[src/rtl/audio_clk_pkg.sv]
package audio_clk_pkg;

    // Configuration word field positions (decoded by neighbouring logic)
    localparam int CFG_SDIV_BIT   = 16;
    localparam int CFG_FRAME_LSB  = 17;
    localparam int CFG_POL_BIT    = 19;
    localparam int CFG_LOCAL_BIT  = 29;
    localparam int CFG_EN_BIT     = 31;

    typedef struct packed {
        logic       edge_pol;    // 1: frame clock moves on falling bit-clock edge
        logic [1:0] frame_code;  // 0..2 valid, 3 invalid
        logic       sdiv_sel;    // 0: master/2, 1: master/4
    } clk_cfg_t;

    typedef enum logic [1:0] {
        SD_OFF,
        SD_LOW,
        SD_HIGH
    } sclk_state_e;

    typedef enum logic [1:0] {
        FS_IDLE,
        FS_LOW,
        FS_HIGH,
        FS_NOFRAME
    } frame_state_e;

endpackage

[src/rtl/acg_cfg_select.sv]
module acg_cfg_select
    import audio_clk_pkg::*;
(
    input  logic [31:0] cfg_word,
    input  logic [3:0]  ext_cfg,
    output clk_cfg_t    eff_cfg,
    output logic        run_en
);

    clk_cfg_t local_cfg;
    clk_cfg_t remote_cfg;
    logic     unused_cfg_bits;

    always_comb begin
        local_cfg.sdiv_sel   = cfg_word[CFG_SDIV_BIT];
        local_cfg.frame_code = cfg_word[CFG_FRAME_LSB +: 2];
        local_cfg.edge_pol   = cfg_word[CFG_POL_BIT];
        remote_cfg.sdiv_sel   = ext_cfg[0];
        remote_cfg.frame_code = ext_cfg[2:1];
        remote_cfg.edge_pol   = ext_cfg[3];
    end

    assign eff_cfg = cfg_word[CFG_LOCAL_BIT] ? local_cfg : remote_cfg;
    assign run_en  = cfg_word[CFG_EN_BIT];

    assign unused_cfg_bits = ^{cfg_word[30], cfg_word[28:20], cfg_word[15:0]};

endmodule

[src/rtl/acg_sclk_div.sv]
module acg_sclk_div
    import audio_clk_pkg::*;
#(
    parameter int DIV_FAST = 2,
    parameter int DIV_SLOW = 4
) (
    input  logic clk,
    input  logic rst_n,
    input  logic run_en,
    input  logic mclk_tick,
    input  logic sdiv_sel,
    output logic rise_now,
    output logic fall_now,
    output logic sclk_o,
    output logic rise_stb_o,
    output logic fall_stb_o
);

    localparam int HALF_FAST = DIV_FAST / 2;
    localparam int HALF_SLOW = DIV_SLOW / 2;
    localparam int HALF_MAX  = (HALF_SLOW > HALF_FAST) ? HALF_SLOW : HALF_FAST;
    localparam int PW        = $clog2(HALF_MAX + 1);

    sclk_state_e    state_q, state_d;
    logic [PW-1:0]  pre_q, pre_d;
    logic [PW-1:0]  half_m1;
    logic           at_end;
    logic           toggle_now;

    assign half_m1    = sdiv_sel ? PW'(HALF_SLOW - 1) : PW'(HALF_FAST - 1);
    assign at_end     = (pre_q >= half_m1);
    assign toggle_now = run_en && mclk_tick && at_end;
    assign rise_now   = toggle_now && (state_q != SD_HIGH);
    assign fall_now   = toggle_now && (state_q == SD_HIGH);

    // next-state logic
    always_comb begin
        state_d = state_q;
        unique case (state_q)
            SD_OFF:  state_d = !run_en ? SD_OFF  : (rise_now ? SD_HIGH : SD_LOW);
            SD_LOW:  state_d = !run_en ? SD_OFF  : (rise_now ? SD_HIGH : SD_LOW);
            SD_HIGH: state_d = !run_en ? SD_OFF  : (fall_now ? SD_LOW  : SD_HIGH);
            default: state_d = SD_OFF;
        endcase
    end

    always_comb begin
        pre_d = pre_q;
        if (!run_en)
            pre_d = '0;
        else if (mclk_tick)
            pre_d = at_end ? '0 : pre_q + 1'b1;
    end

    // state register
    always_ff @(posedge clk or negedge rst_n) begin
        if (!rst_n) begin
            state_q <= SD_OFF;
            pre_q   <= '0;
        end else begin
            state_q <= state_d;
            pre_q   <= pre_d;
        end
    end

    // output register
    always_ff @(posedge clk or negedge rst_n) begin
        if (!rst_n) begin
            sclk_o     <= 1'b0;
            rise_stb_o <= 1'b0;
            fall_stb_o <= 1'b0;
        end else begin
            sclk_o     <= (state_d == SD_HIGH);
            rise_stb_o <= rise_now;
            fall_stb_o <= fall_now;
        end
    end

    assert_one_strobe_R7: assert property (@(posedge clk) disable iff (!rst_n)
        !(rise_stb_o && fall_stb_o));

    assert_prescale_bound_R1: assert property (@(posedge clk) disable iff (!rst_n)
        (pre_q < PW'(HALF_MAX)));

endmodule

[src/rtl/acg_frame_fsm.sv]
module acg_frame_fsm
    import audio_clk_pkg::*;
#(
    parameter int FRAME_BASE = 32,
    parameter int NUM_RATIOS = 3
) (
    input  logic       clk,
    input  logic       rst_n,
    input  logic       run_en,
    input  logic       act_edge,
    input  logic [1:0] frame_code,
    output logic       lrclk_o,
    output logic       frame_stb_o
);

    localparam int HALF_BASE = FRAME_BASE / 2;
    localparam int HALF_MAX  = HALF_BASE << (NUM_RATIOS - 1);
    localparam int CW        = $clog2(HALF_MAX) + 1;

    frame_state_e  state_q, state_d;
    logic [CW-1:0] cnt_q, cnt_d;
    logic [CW-1:0] half_m1;
    logic          code_ok;
    logic          at_half;
    logic          wrap_now;

    assign code_ok  = (int'(frame_code) < NUM_RATIOS);
    assign half_m1  = CW'((HALF_BASE << frame_code) - 1);
    assign at_half  = act_edge && (cnt_q >= half_m1);
    assign wrap_now = run_en && code_ok && (state_q == FS_HIGH) && at_half;

    // next-state logic
    always_comb begin
        state_d = state_q;
        cnt_d   = cnt_q;
        if (!run_en) begin
            state_d = FS_IDLE;
            cnt_d   = '0;
        end else if (!code_ok) begin
            state_d = FS_NOFRAME;
            cnt_d   = '0;
        end else begin
            unique case (state_q)
                FS_IDLE, FS_NOFRAME: begin
                    state_d = FS_LOW;
                    cnt_d   = act_edge ? CW'(1) : '0;
                end
                FS_LOW: begin
                    if (at_half) begin
                        state_d = FS_HIGH;
                        cnt_d   = '0;
                    end else if (act_edge) begin
                        cnt_d = cnt_q + 1'b1;
                    end
                end
                FS_HIGH: begin
                    if (at_half) begin
                        state_d = FS_LOW;
                        cnt_d   = '0;
                    end else if (act_edge) begin
                        cnt_d = cnt_q + 1'b1;
                    end
                end
                default: begin
                    state_d = FS_IDLE;
                    cnt_d   = '0;
                end
            endcase
        end
    end

    // state register
    always_ff @(posedge clk or negedge rst_n) begin
        if (!rst_n) begin
            state_q <= FS_IDLE;
            cnt_q   <= '0;
        end else begin
            state_q <= state_d;
            cnt_q   <= cnt_d;
        end
    end

    // output register
    always_ff @(posedge clk or negedge rst_n) begin
        if (!rst_n) begin
            lrclk_o     <= 1'b0;
            frame_stb_o <= 1'b0;
        end else begin
            lrclk_o     <= (state_d == FS_HIGH);
            frame_stb_o <= wrap_now;
        end
    end

    assert_frame_on_fall_R8: assert property (@(posedge clk) disable iff (!rst_n)
        frame_stb_o |-> (!lrclk_o && $past(lrclk_o)));

    assert_no_frame_invalid_R3: assert property (@(posedge clk) disable iff (!rst_n)
        frame_stb_o |-> $past(code_ok));

endmodule

[src/rtl/audio_bitclk_gen.sv]
module audio_bitclk_gen
    import audio_clk_pkg::*;
#(
    parameter int DIV_FAST   = 2,
    parameter int DIV_SLOW   = 4,
    parameter int FRAME_BASE = 32,
    parameter int NUM_RATIOS = 3
) (
    input  logic        clk,
    input  logic        rst_n,
    input  logic        mclk_tick,
    input  logic [31:0] cfg_word,
    input  logic [3:0]  ext_cfg,
    output logic        sclk,
    output logic        lrclk,
    output logic        sclk_rise_stb,
    output logic        sclk_fall_stb,
    output logic        frame_stb
);

    clk_cfg_t eff_cfg;
    logic     run_en;
    logic     rise_now;
    logic     fall_now;
    logic     act_edge;
    logic     frame_ok;

    acg_cfg_select u_cfg (
        .cfg_word (cfg_word),
        .ext_cfg  (ext_cfg),
        .eff_cfg  (eff_cfg),
        .run_en   (run_en)
    );

    acg_sclk_div #(
        .DIV_FAST (DIV_FAST),
        .DIV_SLOW (DIV_SLOW)
    ) u_sdiv (
        .clk        (clk),
        .rst_n      (rst_n),
        .run_en     (run_en),
        .mclk_tick  (mclk_tick),
        .sdiv_sel   (eff_cfg.sdiv_sel),
        .rise_now   (rise_now),
        .fall_now   (fall_now),
        .sclk_o     (sclk),
        .rise_stb_o (sclk_rise_stb),
        .fall_stb_o (sclk_fall_stb)
    );

    assign act_edge = eff_cfg.edge_pol ? fall_now : rise_now;
    assign frame_ok = (int'(eff_cfg.frame_code) < NUM_RATIOS);

    acg_frame_fsm #(
        .FRAME_BASE (FRAME_BASE),
        .NUM_RATIOS (NUM_RATIOS)
    ) u_frame (
        .clk         (clk),
        .rst_n       (rst_n),
        .run_en      (run_en),
        .act_edge    (act_edge),
        .frame_code  (eff_cfg.frame_code),
        .lrclk_o     (lrclk),
        .frame_stb_o (frame_stb)
    );

    assert_idle_when_off_R4: assert property (@(posedge clk) disable iff (!rst_n)
        !run_en |=> (!sclk && !lrclk && !frame_stb && !sclk_rise_stb && !sclk_fall_stb));

    assert_rise_strobe_R7: assert property (@(posedge clk) disable iff (!rst_n)
        sclk_rise_stb |-> (sclk && !$past(sclk)));

    assert_fall_strobe_R7: assert property (@(posedge clk) disable iff (!rst_n)
        sclk_fall_stb |-> (!sclk && $past(sclk)));

    assert_lrclk_edge_pol_R5: assert property (@(posedge clk) disable iff (!rst_n)
        ((lrclk != $past(lrclk)) && $past(run_en) && $past(frame_ok))
        |-> ($past(eff_cfg.edge_pol) ? sclk_fall_stb : sclk_rise_stb));

    assert_invalid_quiet_R3: assert property (@(posedge clk) disable iff (!rst_n)
        (run_en && !frame_ok) |=> (!lrclk && !frame_stb));

endmodule

[config.mk]
export PLATFORM = sky130hd
export DESIGN_NAME = audio_bitclk_gen
export DESIGN_NICKNAME = d
export VERILOG_FILES = /design/src/rtl/audio_clk_pkg.sv /design/src/rtl/acg_cfg_select.sv /design/src/rtl/acg_sclk_div.sv /design/src/rtl/acg_frame_fsm.sv /design/src/rtl/audio_bitclk_gen.sv
export SDC_FILE = /design/constraint.sdc
export NUM_CORES = 1
export LEC_CHECK = 0
export ABC_CLOCK_PERIOD_IN_PS = 4300
export BUFFER_PORTS_ARGS = -buffer_cell sky130_fd_sc_hd__clkbuf_2
export CAP_MARGIN = 25
export CORE_ASPECT_RATIO = 0.7
export CORE_MARGIN = 4
export CORE_UTILIZATION = 45
export DETAILED_ROUTE_END_ITERATION = 7
export PLACE_DENSITY = 0.76
export SLEW_MARGIN = 20
export SYNTH_ARGS = -nofsm -noshare
export SYNTH_HDL_FRONTEND = slang
export SYNTH_SLANG_ARGS = --single-unit
[constraint.sdc]
create_clock -name clk -period 4.3 [get_ports clk]
set_input_delay 0.43 -clock clk [delete_from_list [all_inputs] [get_ports clk]]
set_output_delay 0.43 -clock clk [all_outputs]
set_load 0.03 [all_outputs]
# == Yosys cells after proc, flatten, opt, wreduce, memory -nomap -nowiden ==
# Index checks and enable logic that the tools add are counted.
# totals
reg_bits,18
input_bits,39
output_inout_bits,5
elab_cells,61
# classes
n_addsub,3
n_lt_le_gt_ge,3
eq_ne,10
shift,1
n_mux,22
reduce_logical,13
# ops
op,count
2-to-1 mux 7 bit,4
2-to-1 mux 2 bit,11
case mux 7 bit (2 select lines),1
== test 2 bit (second input constant),5
logical AND 1 bit,8
adder 7 x 1 -> 7 bit (second input constant),1
>= comparator 7 bit,1
left shift 5 x 2 -> 7 bit (first input constant),1
subtractor 7 x 2 -> 7 bit (second input constant),1
case mux 2 bit (3 select lines),1
OR reduction 2 bit,3
inequality test 5 x 4 -> 1 bit (second input constant),1
== test 2 x 1 -> 1 bit (second input constant),2
zero test 2 bit,2
2-to-1 mux 4 bit,1
inequality test 2 bit (second input constant),2
case mux 2 bit (2 select lines),1
2-to-1 mux 1 bit,3
adder 2 x 1 -> 2 bit (second input constant),1
>= comparator 2 bit,1
less-than comparator 2 bit (second input constant),1

# == Longest topological paths before layout ==
# Gate-level depths: netlist (run 1).
# depth
ltp_word,12
mapped_depth,10
depth_no_buf,9

# == Hierarchy ==
# A second synthesis (run 1) with hierarchy kept.
# hier_totals
hier_cells,109
hier_area_um2,1139.8
# modules_own_cells
mod,instances,cells_each,area_each_um2
acg_frame_fsm,1,78,759.5
acg_sclk_div,1,25,312.8
acg_cfg_select,1,5,52.6
audio_bitclk_gen,1,1,15.0

# == Least setup slack after synthesis (run 1) ==
# No wires, ideal clock.
# synth_path
path_type,in2reg
start,input port cfg_word[29]
end,register u_frame.state_q[1]
setup_time_ns,0.111
t_arrival_ns,2.310
required_ns,4.189
path_slack_ns,1.878
cell_stages,8
path_cell_list,buf_4 mux2_2 ha_1 or3b_1 and3_1 o211ai_2 a211oi_1 a2111oi_2
# synth_via
elab_chain_cells,11
# synth_lines
element,line_no,rtl
"start, declared",audio_bitclk_gen.sv:12,"input logic [31:0] cfg_word,"
2-to-1 mux 4 bit *,acg_cfg_select.sv:23,assign eff_cfg = cfg_word[CFG_LOCAL_BIT] ? local_cfg : remote_cfg;
branches (longest 8 deep; another with subtractor 7 x 2 -> 7 bit),--,
2-to-1 mux 2 bit *,acg_frame_fsm.sv:39,end else if (!code_ok) begin
2-to-1 mux 2 bit *,acg_frame_fsm.sv:36,if (!run_en) begin
net u_frame.state_d[1],acg_frame_fsm.sv:20,"frame_state_e state_q, state_d;"
"end signal, assigned",acg_frame_fsm.sv:78,state_q <= state_d;
"end, declared",acg_frame_fsm.sv:20,
# Mark *: on every way through the listed nets, which the timed path passes.
# A chain may end at the register's enable or synchronous reset.

# == Final worst setup path (run 1) ==
# layout_path
start,input port cfg_word[29]
end,register u_frame.state_q[0]
# Same word-level chain as after synthesis.

==> results.md, run 1 <==
* Outcome: finished clean
* Die Area at approximately 3400 µm²
* Vias in the first global route at about 910
* Place WS at roughly 1.6 ns
* Critical path data arrival time at ~2.6 ns
* Post-DRT Antenna Nets at 0
* Core ar. at between 2000 and 2500 µm²
* Initial DRC count at 34
* Hold crit path type: input port to async pin
* Post-cts resize count at 0
* Final WS setup at ~1.9 ns
* Max_cap viols at 0
* Mapped Area at 1120 µm²
* Synth Warn # at 0
* Slowest CP cell: a2111oi_0
* Area grow syn2layout at 13.74%
* WL final at 2230 µm
* Worst VDD drop at between 0.15 and 0.2 mV
* Post-CTS Hold Buffers at 0
* IO Pins at 44
* #FFs+latches synth at 18
* Worst-Skew Late Latency at roughly 0.3 ns
* Pre-antenna DRT Iters at 4
* Ys flop type: dfrtp_1
* Vias at about 900
* Logic pwr share at between 10% and 20%
* WP data required at between 4 and 5 ns
* RSZ-0062 raised after global routing: no
* Syn Nets at 160
* FF-to-FF setup slack at around 2.2 ns
* Int Power at 0.2549 mW
* Final Max Tran Viols at 0
* Post-synth EDFFs at 0
* Most frequent cells in the layout: dfrtp_1, clkbuf_2, nand3_1, ha_1
* Hold Vio Cnt, Final at 0
* Net switching power at between 0.09 and 0.1 mW
* CP delay by family, top: compound AO/OA/AOI/OAI gates
* Worst path bufs/invs at 2
* Mapped Cells at about 110
* Multi-input logic area at about 640 µm²
* Routed WL per cell at roughly 13 µm
* Die Wd at slightly below 70 µm
* Drt drc at 0
* Worst Skew at 0.01435 ns
* Measured slew at the worst slew-check pin at ~0.47 ns
* Sequential cell area fraction in the yosys report at between 40% and 50%
* Initial antenna violation count at 0
* Cts bufs inserted at 3
* Pwr per Cell Area at between 200 and 300 nW/µm²
* GRT Residual Overflow at 0
* Part of the power in registers at between 50% and 60%
* Htree depth at 1
* Largest net degree at the start of global routing at 19
* Clock slew at reported path FFs at roughly 0.10 ns
* P_leak at between 0.6 and 0.7 nW
* Fin crit period at ~2.4 ns
* Largest cells by area after synthesis: dfrtp_1, ha_1, nand3_1, and2_1, mux2i_1
* Port-buffer cells at 17
* Switching share of power at between 20% and 30%
* Clock buffer depth at 2
* Row count at 14
* Clk network pwr share at between 20 and 30%
* Root buffer cell: clkbuf_4
* Routability cong. at about 0.76
* WS Path Type: input port to flop
* # fillers at between 200 and 250
* Crit path cell chain: clkbuf_2 > nor2b_1 > a32o_1 > inv_1 > ha_1 > nand3_1 > nor3_2 > o211ai_2 > a2111oi_0 > a211oi_1
* Post-synth top area cell: dfrtp_1
* Initial Utilization at roughly half
* Critical Path Max Stage Delay at approximately 0.48 ns
* Final setup violating endpoints at 0
* Yosys cell types at 39
* Max FO, Critical Path at 6
* Most common cell after layout, fill and taps aside: dfrtp_1
* Layout cells sized above 1 at between 20% and 30%
* Achievable frequency at between 400 and 500 MHz
* Drt via density at about 5.5
* CTS tree: yes
* Synth top area share at around two fifths
* Critical Path Source Type: input port
* Max-slew headroom at 68.93%
* Synthesized area per cell at approximately 9.8 µm²
* First-pass GRT wire length at between 3000 and 4000 µm
* Reg area at approximately 450 µm²
* Ys async rst share at between 90% and 100%
* DP HPWL at roughly 1700 µm
* Total Neg Setup Slack at 0 ns
* Ant. Diodes at 0
* Critical path endpoint category: flop
* Setup bufs post-CTS at 0
* Final core utilization at about 56%
* Die H at 49.74 µm
* Gr usage total at about 16%
* Fin crit share at a little under three fifths
* Clock sink count at 18
* Nets at approximately 180
cells in the mapped netlist, types with 4 or more instances:
master	number
dfrtp_1	18
nand3_1	8
ha_1	7
nand2_1	6
nor2_1	6
and2_1	5
inv_1	5
a21oi_1	4
and3_1	4
o21a_1	4
flip-flops by register name (all words and copies together) (netlist names):
| signal | count |
|---|---|
| u_sdiv.pre_q | 2 |
| u_frame.frame_stb_o | 1 |
| u_sdiv.rise_stb_o | 1 |
| u_sdiv.sclk_o | 1 |
| u_frame.state_q | 2 |
| u_frame.cnt_q | 7 |
| u_frame.lrclk_o | 1 |
| u_sdiv.fall_stb_o | 1 |
| u_sdiv.state_q | 2 |
path summary, 6_finish.rpt:
kind,start,to,cells past startpoint
hold / removal,rst_n,u_frame.frame_stb_o$_DFF_PN0_,1
hold reg to reg,u_sdiv.state_q[1]$_DFF_PN0_,u_sdiv.state_q[0]$_DFF_PN0_,1
max in group asynchronous,rst_n,u_frame.cnt_q[1]$_DFFE_PN0P_,1
min in group clk,cfg_word[31],u_frame.frame_stb_o$_DFF_PN0_,3
setup reg to reg,u_sdiv.pre_q[0]$_DFFE_PN0P_,u_frame.state_q[1]$_DFF_PN0_,7
setup / recovery,cfg_word[29],u_frame.state_q[0]$_DFF_PN0_,10
power groups by stage:
stage	clock network (mW)	registers, mW	logic, mW
global route	0.116	0.182	0.0793
floorplan	0	0.188	0.0447
finish	0.103	0.181	0.0701
global placement	0	0.184	0.0670
detailed placement	0	0.184	0.0700
CTS	0.107	0.181	0.0701
through the flow:
stage	std cells	hold WS [ns]	power [mW]	instance area [µm²]
after floorplan	114	0.1344	0.2322	1120
after global placement	162	0.3968	0.2506	1237
after detailed placement	162	0.3973	0.2540	1237
after CTS	166	0.05842	0.3577	1274
after global routing	166	0.07183	0.3773	1274
final	166	0.05820	0.3537	1274
area by class of cell:
class,instances,area share (%)
multi-input combinational,90,50.49
sequential,18,35.36
timing repair buffer,17,6.680
tap,32,3.143
clock buffer,4,2.849
inverter,5,1.473
logic make-up (layout without fill, tap and decap cells):
family | Yosys count | after routing | synth area share, %
adders and majority gates | 7 | 7 | 7.821
and+or+nand+nor | 48 | 48 | 23.69
AOI/OAI and AO/OA | 29 | 29 | 19.78
xor gates and xnor gates | 1 | 1 | 1.453
buffers and inverters | 6 | 26 | 2.347
muxes | 5 | 5 | 4.693
DFF | 18 | 18 | 40.22
metal layers:
| metal | up-vias | global-route usage (%) | wire length (µm) |
|---|---|---|---|
| li1 | 477 | - | - |
| met5 | - | 0 | 0 |
| met3 | 4 | 5.000 | 119 |
| met1 | 415 | 21.13 | 1161 |
| met4 | 0 | 5.387 | 29 |
| met2 | 25 | 22.94 | 919 |
worst reg2reg max path, stage by stage, from the launching register on:
cell and delay (ns):
dfrtp_1 0.36, inv_1 0.06, ha_1 0.30, or3b_1 0.39, and3_1 0.25, o211ai_2 0.14, a211oi_1 0.14, a2111oi_2 0.36
Power figures use the tool's default switching activity.
==> inputs of run 2 (changes only) <==
Settings changed: ABC_AREA set to 1, ABC_CLOCK_PERIOD_IN_PS 4300 to 2100, CORE_UTILIZATION 45 to 43, PLACE_DENSITY 0.76 to 0.75.
Clock period 4.3 ns to 2.1 ns, I/O delays scaled along.
==> run 2 against run 1 <==
Against the previous run:
- clock skew decreased by 0.0064 ns
- sequential share of layout area decreased by 1.2 points
- via count increased by 2.6%
- clock power increased by 130%
- die area increased by 6.5%
- utilization decreased by 3.9 points
- setup slack got worse by 1.6 ns
- register-to-register slack got worse by 1.9 ns
- synthesized cell count increased by 31%
- combinational power increased by 140%
- power increased by 120%
- critical path type is now flop to flop
- highest routed layer unchanged
==> results.md, run 2 <==
* Sequential cell area fraction in the yosys report at 39.13%
* FF-to-FF setup slack at ~0.25 ns
* Achievable frequency at between 500 and 600 MHz
* Worst r2r src: u_sdiv.pre_q[0]$_DFFE_PN0P_
* WP data required at between 2 and 2.5 ns
* Fin crit period at about 1.8 ns
* Setup bufs post-CTS at 0
* Count leader, synth: nand2_1
* Most common cell after layout, fill and taps aside: nand2_1
* Min-Delay Endpoint: u_sdiv.pre_q[1]$_DFFE_PN0P_
* Logic pwr share at 21.8%
* Drt drc at 0
* Vias in the first global route at about 900
* Post-synthesis simple-gate area fraction at roughly 34%
* Core ar. at around 2500 µm²
* Fin crit share at roughly 90%
* Die H at 51.29 µm
* Pre-antenna DRT Iters at 4
* Reg-to-reg critical path endpoint: u_frame.cnt_q[2]$_DFFE_PN0P_
* Compound-cell area share of the yosys netlist at around 7.6%
* Ys flop type: dfrtp_1
* Critical path data arrival time at roughly 2.0 ns
* Syn Nets at about 200
* GRT Residual Overflow at 0
* Max_cap viols at 0
* Mapped Area at about 1200 µm²
* Die Wd at between 60 and 70 µm
* Ant. Diodes at 0
* Die Area at 3582 µm²
* Initial antenna violation count at 0
* CTS tree: yes
* Hold crit path type: input port to flop
* Port-buffer cells at 17
* Outcome: finished clean
* Yosys cell types at 25
* Hold Path Origin: mclk_tick
* Gr usage total at roughly 14%
* Measured slew at the worst slew-check pin at ~0.45 ns
* Worst-Skew Late Latency at approximately 0.25 ns
* Biggest register: u_frame.cnt_q
* Worst Hold Slack at 0.2389 ns
* Critical path endpoint category: flop
* Highest metal used: met4
* Switching share of power at 29.81%
* Mux share of post-synthesis cell area at 0%
* Routed wl met2 at approximately 950 µm
* Clock slew at reported path FFs at approximately 0.07 ns
* Final Max Tran Viols at 0
* Cts bufs inserted at 3
* Synth Area in XOR/XNOR at 0.7609%
* Routed WL per cell at between 10 and 15 µm
* IO Pins at 44
* Post-synth top area cell: dfrtp_1
* P_leak at 0.7037 nW
* Int Power at ~0.55 mW
* Net switching power at 0.2337 mW
* Initial DRC count at 20
* #FFs+latches synth at 18
* Htree depth at 1
* Routability cong. at 0.7791
* Largest cells by area after synthesis: dfrtp_1, nand2_1, inv_1, ha_1, nand3_2
* Synth Warn # at 0
* WL final at 2195 µm
* Ys async rst share at between 90% and 100%
* Synthesized area per cell at 7.726 µm²
* Hold Vio Cnt, Final at 0
* Layout cells sized above 1 at around a quarter
* RSZ-0062 raised after global routing: no
* WHS Path Cells at 3
* Total Neg Setup Slack at 0 ns
* Area grow syn2layout at 14.56%
* Vias at around 950
* First-pass GRT wire length at just under 4000 µm
* Clk network pwr share at between 30% and 40%
* Most frequent cells in the layout: nand2_1, inv_1, dfrtp_1, clkbuf_2, nor2_1
* DP HPWL at 1721 µm
* Clock sink count at 18
* Pwr per Cell Area at around 590 nW/µm²
* Mapped Cells at roughly 150
* WS Path Type: flop to flop
* R2r worst-path depth at 11
* Nets at approximately 220
* DRT met1 WL at 1083 µm
* Critical Path Source Type: flop
* Adder-Cell Fraction of Synth Area at 7.609%
* Worst Skew at around 0.0080 ns
* Final setup violating endpoints at 0
* Worst VDD drop at 0.4816 mV
* Post-synth EDFFs at 0
* Row count at 15
* Max reg flops at 7
* Largest family of logic cells by synthesized area: simple AND/OR/NAND/NOR gates
* Clock buffer depth at 2
* Max-slew headroom at 70.15%
* Initial Utilization at between 40% and 50%
* Most frequent cells after synthesis: nand2_1, inv_1, dfrtp_1
* Synth top area share at between 30% and 40%
* Wire length on met3 at 134 µm
* Largest net degree at the start of global routing at 19
* Max FO, Critical Path at 11
* Drt via density at around 4.7
* Part of the power in registers at 47.9%
* Root buffer cell: clkbuf_8
* Post-DRT Antenna Nets at 0
## run 2: cell count changes after synthesis, sizes merged, moves of 5 or more
cell,delta
and2,-5
nor2,+12
inv,+23
nand2,+41
## run 2: area by class of cell
cell class | count | area [µm²]
Timing Repair Buffer | 18 | 95.09
Clock buffer | 3 | 41.29
Multi-Input combinational cell | 101 | 576.8
Inverter | 29 | 112.6
Sequential cell | 18 | 450.4
Tap cell | 34 | 42.54
Fill cell | 239 | 1196
## run 2: timing repair
| action | in CTS | in global routing |
|---|---|---|
| hold buffers | 1 | 0 |
| endpoints found under the hold margin | 18 | 0 |
| gates resized for setup | 0 | 0 |
## run 2: critical path, cell delays in order (launching register included)
cell and delay (ns):
dfrtp_1 0.36, inv_1 0.10, ha_1 0.24, inv_1 0.06, nand3_2 0.13, nand3_2 0.13
nand2_2 0.08, nand2_1 0.12, nand2_2 0.18, nand2_1 0.13, xor2_1 0.16, nor2_1 0.06
## run 2: power by group through the flow
| stage | logic [mW] | registers, mW | clock network [mW] |
|---|---|---|---|
| 6_report | 0.171 | 0.376 | 0.238 |
| 4_1_cts | 0.172 | 0.376 | 0.246 |
| 3_5_place_dp | 0.169 | 0.382 | 0 |
| 5_1_grt | 0.193 | 0.378 | 0.261 |
| 2_1_floorplan | 0.117 | 0.390 | 0 |
| 3_3_place_gp | 0.161 | 0.381 | 0 |
## run 2: through the flow
stage                     total power, mW  instance area, µm²  std cells  utilization (%)  worst slack, ns
final                              0.7842                1319        203            52.44           0.2512
after global placement             0.5424                1267        199            50.40           0.2591
after global routing               0.8314                1319        203            52.44           0.1394
after detailed placement           0.5516                1267        199            50.40           0.1915
after CTS                          0.7937                1319        203            52.44           0.2664
after floorplan                    0.5067                1151        149                -           0.5350
## run 2: layer usage
layer	track usage [%]	vias to the layer above
li1	-	501
met1	16.79	425
met2	21.94	17
met3	4.519	2
met4	5.096	0
met5	0	-
## run 2: cell families (layout without fill, tap and decap cells)
family,count (synthesis),count (layout)
xor+xnor,1,1
fa+ha+maj,7,7
compound gates,15,15
simple gates,78,78
flops,18,18
buf+inv,30,50
## run 2: how the worst max path moves through the flow
stage	from	endpoint	slack, ns
5_1_grt	u_sdiv.pre_q[0]$_DFFE_PN0P_	u_frame.cnt_q[2]$_DFFE_PN0P_	0.14
3_3_place_gp	cfg_word[29]	u_frame.cnt_q[1]$_DFFE_PN0P_	0.26
2_1_floorplan	cfg_word[29]	u_frame.state_q[0]$_DFF_PN0_	0.54
6_report	u_sdiv.pre_q[0]$_DFFE_PN0P_	u_frame.cnt_q[2]$_DFFE_PN0P_	0.25
4_1_cts	u_sdiv.pre_q[0]$_DFFE_PN0P_	u_frame.cnt_q[2]$_DFFE_PN0P_	0.27
3_5_place_dp	cfg_word[29]	u_frame.cnt_q[2]$_DFFE_PN0P_	0.19
